$ cat src/rtl/pgwr_pkg.sv
package pgwr_pkg;
    typedef logic [7:0] byte_t;
endpackage

$ cat src/rtl/pgwr_pagebuf.sv
module pgwr_pagebuf
    import pgwr_pkg::*;
#(
    parameter int ADDR_W     = 8,
    parameter int PAGE_BYTES = 16,
    localparam int PG_W      = $clog2(PAGE_BYTES),
    localparam int BLK_W     = ADDR_W - PG_W
) (
    input  logic                         clk,
    input  logic                         rst_n,
    input  logic                         accept,
    input  logic                         addr_vld,
    input  logic [ADDR_W-1:0]            addr_in,
    input  logic                         byte_vld,
    input  byte_t                        byte_in,
    input  logic                         stop,
    input  logic                         clr,
    output logic [BLK_W-1:0]             blk_o,
    output logic [PAGE_BYTES-1:0]        mask_o,
    output logic [PAGE_BYTES-1:0][7:0]   data_o,
    output logic [ADDR_W-1:0]            ptr_o
);

    typedef struct packed {
        logic                       open;
        logic [BLK_W-1:0]           blk;
        logic [PG_W-1:0]            nxt;
        logic [PAGE_BYTES-1:0]      mask;
        logic [PAGE_BYTES-1:0][7:0] data;
        logic [ADDR_W-1:0]          ptr;
    } buf_st_t;

    buf_st_t buf_d, buf_q;
    logic    take_byte;

    assign take_byte = accept && !addr_vld && byte_vld && buf_q.open;

    always_comb begin
        buf_d = buf_q;
        if (accept) begin
            if (addr_vld) begin
                buf_d.open = 1'b1;
                buf_d.blk  = addr_in[ADDR_W-1:PG_W];
                buf_d.nxt  = addr_in[PG_W-1:0];
                buf_d.ptr  = addr_in;
                buf_d.mask = '0;
            end else if (byte_vld && buf_q.open) begin
                buf_d.data[buf_q.nxt] = byte_in;
                buf_d.mask[buf_q.nxt] = 1'b1;
                buf_d.ptr             = {buf_q.blk, buf_q.nxt};
                buf_d.nxt             = buf_q.nxt + PG_W'(1);
            end else if (stop) begin
                buf_d.open = 1'b0;
            end
        end
        if (clr) begin
            buf_d.mask = '0;
        end
    end

    always_ff @(posedge clk or negedge rst_n) begin
        if (!rst_n) buf_q <= '0;
        else        buf_q <= buf_d;
    end

    assign blk_o  = buf_q.blk;
    assign mask_o = buf_q.mask;
    assign data_o = buf_q.data;
    assign ptr_o  = buf_q.ptr;

    AST_PAGE_FIXED: assert property (@(posedge clk) disable iff (!rst_n)
        take_byte |=> (buf_q.blk == $past(buf_q.blk)));
    AST_SLOT_FILLED: assert property (@(posedge clk) disable iff (!rst_n)
        (take_byte && !clr) |=> buf_q.mask[$past(buf_q.nxt)]);
    AST_CLOSED_DROP: assert property (@(posedge clk) disable iff (!rst_n)
        (accept && !addr_vld && byte_vld && !buf_q.open) |=> $stable(buf_q.ptr));

endmodule

$ cat src/rtl/pgwr_timer.sv
module pgwr_timer #(
    parameter int BUSY_CYC = 40,
    localparam int CNT_W   = $clog2(BUSY_CYC + 1)
) (
    input  logic clk,
    input  logic rst_n,
    input  logic start,
    output logic busy_o,
    output logic done_o
);

    typedef struct packed {
        logic             busy;
        logic [CNT_W-1:0] cnt;
    } tmr_st_t;

    tmr_st_t tmr_d, tmr_q;
    logic    done;

    assign done = tmr_q.busy && (tmr_q.cnt == '0);

    always_comb begin
        tmr_d = tmr_q;
        if (start && !tmr_q.busy) begin
            tmr_d.busy = 1'b1;
            tmr_d.cnt  = CNT_W'(BUSY_CYC - 1);
        end else if (done) begin
            tmr_d.busy = 1'b0;
        end else if (tmr_q.busy) begin
            tmr_d.cnt = tmr_q.cnt - CNT_W'(1);
        end
    end

    always_ff @(posedge clk or negedge rst_n) begin
        if (!rst_n) tmr_q <= '0;
        else        tmr_q <= tmr_d;
    end

    assign busy_o = tmr_q.busy;
    assign done_o = done;

    AST_BUSY_HELD: assert property (@(posedge clk) disable iff (!rst_n)
        (tmr_q.busy && tmr_q.cnt != '0) |=> tmr_q.busy);
    AST_NO_RESTART: assert property (@(posedge clk) disable iff (!rst_n)
        start |-> !tmr_q.busy);

endmodule

$ cat src/rtl/pgwr_array.sv
module pgwr_array
    import pgwr_pkg::*;
#(
    parameter int ADDR_W     = 8,
    parameter int PAGE_BYTES = 16,
    localparam int PG_W      = $clog2(PAGE_BYTES),
    localparam int BLK_W     = ADDR_W - PG_W,
    localparam int DEPTH     = 1 << ADDR_W
) (
    input  logic                       clk,
    input  logic                       rst_n,
    input  logic                       we,
    input  logic [BLK_W-1:0]           blk,
    input  logic [PAGE_BYTES-1:0]      mask,
    input  logic [PAGE_BYTES-1:0][7:0] data,
    input  logic [ADDR_W-1:0]          rd_addr,
    output byte_t                      rd_data
);

    typedef struct packed {
        logic [DEPTH-1:0][7:0] mem;
    } arr_st_t;

    arr_st_t arr_d, arr_q;

    always_comb begin
        arr_d = arr_q;
        if (we) begin
            for (int i = 0; i < PAGE_BYTES; i++) begin
                if (mask[i]) begin
                    arr_d.mem[{blk, PG_W'(i)}] = data[i];
                end
            end
        end
    end

    always_ff @(posedge clk or negedge rst_n) begin
        if (!rst_n) arr_q <= '0;
        else        arr_q <= arr_d;
    end

    assign rd_data = arr_q.mem[rd_addr];

    AST_ARRAY_IDLE: assert property (@(posedge clk) disable iff (!rst_n)
        !we |=> $stable(arr_q.mem));

endmodule

$ cat src/rtl/pgwr_seq.sv
module pgwr_seq
    import pgwr_pkg::*;
#(
    parameter int ADDR_W     = 8,
    parameter int PAGE_BYTES = 16,
    parameter int BUSY_CYC   = 40,
    parameter int PROT_LIMIT = 128
) (
    input  logic              clk,
    input  logic              rst_n,
    input  logic              addr_vld,
    input  logic [ADDR_W-1:0] addr_in,
    input  logic              byte_vld,
    input  logic [7:0]        byte_in,
    input  logic              stop_pulse,
    input  logic              lock_pulse,
    output logic              busy,
    output logic              locked,
    output logic [ADDR_W-1:0] cur_ptr,
    input  logic [ADDR_W-1:0] rd_addr,
    output logic [7:0]        rd_data
);

    localparam int PG_W  = $clog2(PAGE_BYTES);
    localparam int BLK_W = ADDR_W - PG_W;

    typedef struct packed {
        logic lock;
    } top_st_t;

    top_st_t top_d, top_q;

    logic                       accept;
    logic                       start;
    logic                       done;
    logic                       busy_w;
    logic [BLK_W-1:0]           blk;
    logic [PAGE_BYTES-1:0]      mask;
    logic [PAGE_BYTES-1:0]      wr_mask;
    logic [PAGE_BYTES-1:0][7:0] pg_data;
    logic [ADDR_W-1:0]          ptr;
    byte_t                      rd_byte;

    assign accept = !busy_w;
    assign start  = accept && stop_pulse && !addr_vld && !byte_vld && (|mask);

    always_comb begin
        top_d = top_q;
        if (accept && lock_pulse) begin
            top_d.lock = 1'b1;
        end
    end

    always_ff @(posedge clk or negedge rst_n) begin
        if (!rst_n) top_q <= '0;
        else        top_q <= top_d;
    end

    generate
        for (genvar g = 0; g < PAGE_BYTES; g++) begin : g_guard
            logic prot;
            assign prot       = top_q.lock && (int'({blk, PG_W'(g)}) < PROT_LIMIT);
            assign wr_mask[g] = mask[g] && !prot;
        end
    endgenerate

    pgwr_pagebuf #(.ADDR_W(ADDR_W), .PAGE_BYTES(PAGE_BYTES)) u_buf (
        .clk      (clk),
        .rst_n    (rst_n),
        .accept   (accept),
        .addr_vld (addr_vld),
        .addr_in  (addr_in),
        .byte_vld (byte_vld),
        .byte_in  (byte_in),
        .stop     (stop_pulse),
        .clr      (done),
        .blk_o    (blk),
        .mask_o   (mask),
        .data_o   (pg_data),
        .ptr_o    (ptr)
    );

    pgwr_timer #(.BUSY_CYC(BUSY_CYC)) u_tmr (
        .clk    (clk),
        .rst_n  (rst_n),
        .start  (start),
        .busy_o (busy_w),
        .done_o (done)
    );

    pgwr_array #(.ADDR_W(ADDR_W), .PAGE_BYTES(PAGE_BYTES)) u_arr (
        .clk     (clk),
        .rst_n   (rst_n),
        .we      (done),
        .blk     (blk),
        .mask    (wr_mask),
        .data    (pg_data),
        .rd_addr (rd_addr),
        .rd_data (rd_byte)
    );

    assign busy    = busy_w;
    assign locked  = top_q.lock;
    assign cur_ptr = ptr;
    assign rd_data = rd_byte;

    AST_LOCK_STICKY: assert property (@(posedge clk) disable iff (!rst_n)
        top_q.lock |=> top_q.lock);
    AST_LOWER_SAFE: assert property (@(posedge clk) disable iff (!rst_n)
        (top_q.lock && done && (int'(blk) * PAGE_BYTES + PAGE_BYTES <= PROT_LIMIT)) |-> (wr_mask == '0));
    AST_EMPTY_STOP: assert property (@(posedge clk) disable iff (!rst_n)
        (!busy_w && stop_pulse && !addr_vld && !byte_vld && mask == '0) |=> !busy_w);
    AST_PTR_FROZEN: assert property (@(posedge clk) disable iff (!rst_n)
        busy_w |=> $stable(ptr));
    AST_STOP_STARTS: assert property (@(posedge clk) disable iff (!rst_n)
        start |=> busy_w);

endmodule

$ cat config.mk
export PLATFORM = sky130hd
export DESIGN_NAME = pgwr_seq
export DESIGN_NICKNAME = d
export VERILOG_FILES = /design/src/rtl/pgwr_pkg.sv /design/src/rtl/pgwr_pagebuf.sv /design/src/rtl/pgwr_timer.sv /design/src/rtl/pgwr_array.sv /design/src/rtl/pgwr_seq.sv
export SDC_FILE = /design/constraint.sdc
export NUM_CORES = 2
export LEC_CHECK = 0
export ABC_CLOCK_PERIOD_IN_PS = 4540
export BUFFER_PORTS_ARGS = -buffer_cell sky130_fd_sc_hd__buf_2
export CORE_AREA = 4 4 595 597
export CTS_CLUSTER_DIAMETER = 80
export CTS_CLUSTER_SIZE = 10
export DETAILED_ROUTE_END_ITERATION = 8
export DIE_AREA = 0 0 599 601
export HOLD_SLACK_MARGIN = 0.06
export SLEW_MARGIN = 20
export SYNTH_ARGS = -nofsm -noshare
export SYNTH_HDL_FRONTEND = slang
export SYNTH_SLANG_ARGS = --single-unit
$ cat constraint.sdc
create_clock -name clk -period 4.54 [get_ports clk]
set_input_delay 0.908 -clock clk [delete_from_list [all_inputs] [get_ports clk]]
set_output_delay 0.908 -clock clk [all_outputs]
set_load 0.01 [all_outputs]
==> flow_summary.ini <==
[floorplanning]
num_rows = 217
io-pin-count = 48
die_h_um = 601
dieArea_um2 = 360000
fp.dieW_um = 599
design.core.area_um2 = 349000
start_util_pct = 29.9

[power]
p_per_area_nw_per_um2 = 333
seqPwrFrac_pct = 48.3
cellLeakagePower_uw = 0.0597
p_int_uw = 31400
swShare_pct = 23.3
power_uw = 41000
p_switching_uw = 9530
clockPowerShare_pct = 46.7
max-vdd-ir-drop_uv = 274
combinationalPowerShare_pct = 5.0

[grt]
grt_max_degree = 164
grt-ovfl-total = 0
antenna_found_initial = 54
grt_pass1_vias = 66906
grt_pass1_wl_um = 555000
track_usage_pct = 21.8

[drt]
first_pass_iters = 6
viasPerCell = 5.53
post_drt_wl_per_cell_um = 34.6
num_vias = 63957
drcViolationCount = 0
detail-route-antenna-nets = 0
dr.first_iter.drc_count = 6745
routed_wl_um = 400000

[worst_hold_path]
hp-start = lock_pulse
holdPathStages = 2
hp-class = in2reg

[worst_setup_path]
critical_path.top_delay_family = buffers and inverters
cpPeakStageDelay_ns = 0.41
r2r_start = u_tmr.tmr_q[0]
crit_path_cell_trace = buf_16, buf_12, buf_16, buf_12, buf_4, mux4_2, a22o_1, buf_12, nor3_1, a31oi_1, a2bb2oi_2, o311ai_1, buf_4, a21oi_4, buf_6
crit_start = rd_addr[0]
rr_endpoint = u_arr.arr_q[1924]
crit_type = in2out
arrival_ns = 3.73
critPathMostFrequentCell = buf_12
r2r_slack_ns = 0.72
crit_buf_inv = 8
rr_worst_depth = 11
endpoint = rd_data[0]
worst-path-stages = 15
crit_fanout = 7
cp.required_ns = 3.63
cpMaxStageDelayCell = mux4_2
worstSetupStartpointType = primary input
cp-end-kind = output pin

[sta]
fmax_ghz = 0.216
max_slew_margin_pct = 17.1
clock_skew_ns = 0.0490
finalHoldViolations = 0
setup_viol = 7
rsz0062_at_grt = true
finalCritPeriodShare_pct = 102
tightest_slew_ns = 1.24
finalWorstSetupSlack_ns = -0.0981
fin_crit_ns = 4.64
report.final.slew_viol_count = 0

[status]
outcome = finished, violations left
failed_checks = negative setup slack

[flow_run]
max_cap_viol_count = 0

[logic_synthesis]
seq_area_frac_synth_pct = 53.3
synth.most_common_cell = dfrtp_1
synthTopCellsByCount = dfrtp_1 (2217), mux2_2 (1404), mux2_4 (800)
syn_nets = 6350
yosysWarnings = 0
synth_area_um2 = 104000
yosys.area.top_type = dfrtp_1
synth_top_flop_cell = dfrtp_1
ys_seq_elements = 2217
yosysTopAreaCellShare_pct = 53.3
synth_area_leaders = dfrtp_1 (53%), mux2_2 (15%), mux2_4 (12%)
syn_area_per_cell_um2 = 16.5
synth_edf_count = 0
async_flop_share_pct = 100
ys_types = 67
syn-instance-count = 6315

[layout]
area_growth_syn_to_layout_pct = 18.2
fillers = 32925
post-route-util_pct = 35.3
drive_gt1_share_pct = 57.1
layout.nets = 6953

[placement]
place_congestion = 1.10
placement.io_buffers = 47
hpwl_um = 270000

[clock_network]
cts_tree = built
cts_root_buf = clkbuf_16
clk_pin_slew_ns = 0.05
insertion_delay_ns = 0.87
cts_buffers = 266
htreeDepth = 5
cts_sinks = 2217
max-clock-path-buffers = 4
sequential cells by signal (all words and copies together) (netlist names):
name	count
u_buf.ptr_o	8
u_buf.buf_q	5
u_buf.blk_o	4
u_buf.data_o	128
u_arr.arr_q	2048
u_tmr.busy_o	1
locked	1
u_tmr.tmr_q	6
u_buf.mask_o	16
per-stage QoR:
step | setup WS [ns] | hold WS, ns | std cells | setup TNS, ns | instance area, um2
floorplan | 0.694 | 0.461 | 6315 | 0 | 104000
global placement | -1.36 | 0.481 | 11172 | -6.20 | 114000
detailed placement | -1.25 | 0.482 | 11172 | -5.63 | 114000
CTS | -0.0185 | 0.212 | 11542 | -0.0306 | 123000
global route | -0.103 | 0.231 | 11560 | -0.352 | 123000
finish | -0.0981 | 0.270 | 11572 | -0.304 | 123000
final cells by class:
| class | instances | area (um2) | area share, % |
|---|---|---|---|
| repair buffers | 731 | 7110 | 5.77 |
| diodes | 17 | 42.5 | 0.0345 |
| clock inverters | 17 | 225 | 0.183 |
| flip-flops and latches | 2217 | 55500 | 45.1 |
| inverters | 12 | 45.0 | 0.0366 |
| clock buffers | 289 | 7000 | 5.68 |
| well taps | 4599 | 5750 | 4.67 |
| multi-input cells | 3690 | 47500 | 38.6 |
cell usage in the layout, fill, tap and decap left out, types with 9 or more instances in the layout:
cell / count
mux2_2: 1397
clkbuf_16: 278
a221oi_2: 11
diode_2: 17
nor2b_1: 11
buf_16: 12
and2_2: 10
nand2_2: 9
a21oi_1: 59
buf_6: 43
clkbuf_1: 11
buf_8: 9
a22o_1: 35
nor3_2: 10
buf_4: 533
nand2_8: 100
dfrtp_1: 2202
nand2_1: 230
inv_1: 11
o22ai_4: 10
o21ai_0: 11
o221ai_1: 36
a221oi_1: 26
a21oi_2: 9
a22oi_1: 41
mux4_2: 474
nor2_1: 27
nand2b_1: 12
buf_12: 91
nand3_1: 13
mux2_4: 807
dfrtp_2: 15
o22ai_1: 30
mux2i_1: 135
nor3_1: 17
buf_2: 37
cell families after synthesis:
kind of cell | count (synthesis) | share of synthesized area, %
compound gates | 360 | 2.52
mux | 2817 | 38.3
fa+ha+maj | 5 | 0.0601
xor+xnor | 5 | 0.0420
flops | 2217 | 53.3
buf+inv | 408 | 2.15
simple gates | 503 | 3.68
worst min-delay path by stage:
stage,end,slack (ns)
floorplan,u_buf.mask_o[11],0.46
global placement,u_arr.arr_q[1687],0.48
detailed placement,u_buf.mask_o[1],0.48
CTS,locked,0.21
global route,locked,0.23
finish,locked,0.27
power by group through the flow:
stage / clock, uW / sequential, uW / combinational, uW
finish: 19200 / 19800 / 2030
global route: 20200 / 19800 / 2150
global placement: 0 / 20100 / 1800
CTS: 19400 / 19800 / 2010
floorplan: 0 / 20100 / 682
detailed placement: 0 / 20100 / 1820
worst register-to-register path: stages (launching register included):
cell,delay [ns]
dfrtp_1,0.37
inv_1,0.10
ha_1,0.17
or3b_1,0.40
nor3_2,0.20
nand2_1,0.10
a21oi_2,0.47
buf_4,0.26
and2_1,0.14
buf_4,0.42
nand2_1,0.60
mux2_2,0.45
per-layer routing:
| layer | routed length, um | global-route usage (%) | vias up |
|---|---|---|---|
| li1 | - | - | 24854 |
| met1 | 167000 | 29.3 | 35447 |
| met2 | 176000 | 32.3 | 2931 |
| met3 | 33600 | 5.77 | 713 |
| met4 | 23200 | 11.1 | 12 |
| met5 | 79 | 0.0267 | - |
repair_timing:
item	CTS	global route
pin swaps	42	15
resized for setup	224	49
setup endpoints to repair	8	8
setup buffers	59	15
hold buffers	1	0
hold endpoints to repair	24	0
gates cloned	7	0
Power figures use the tool's default switching activity.
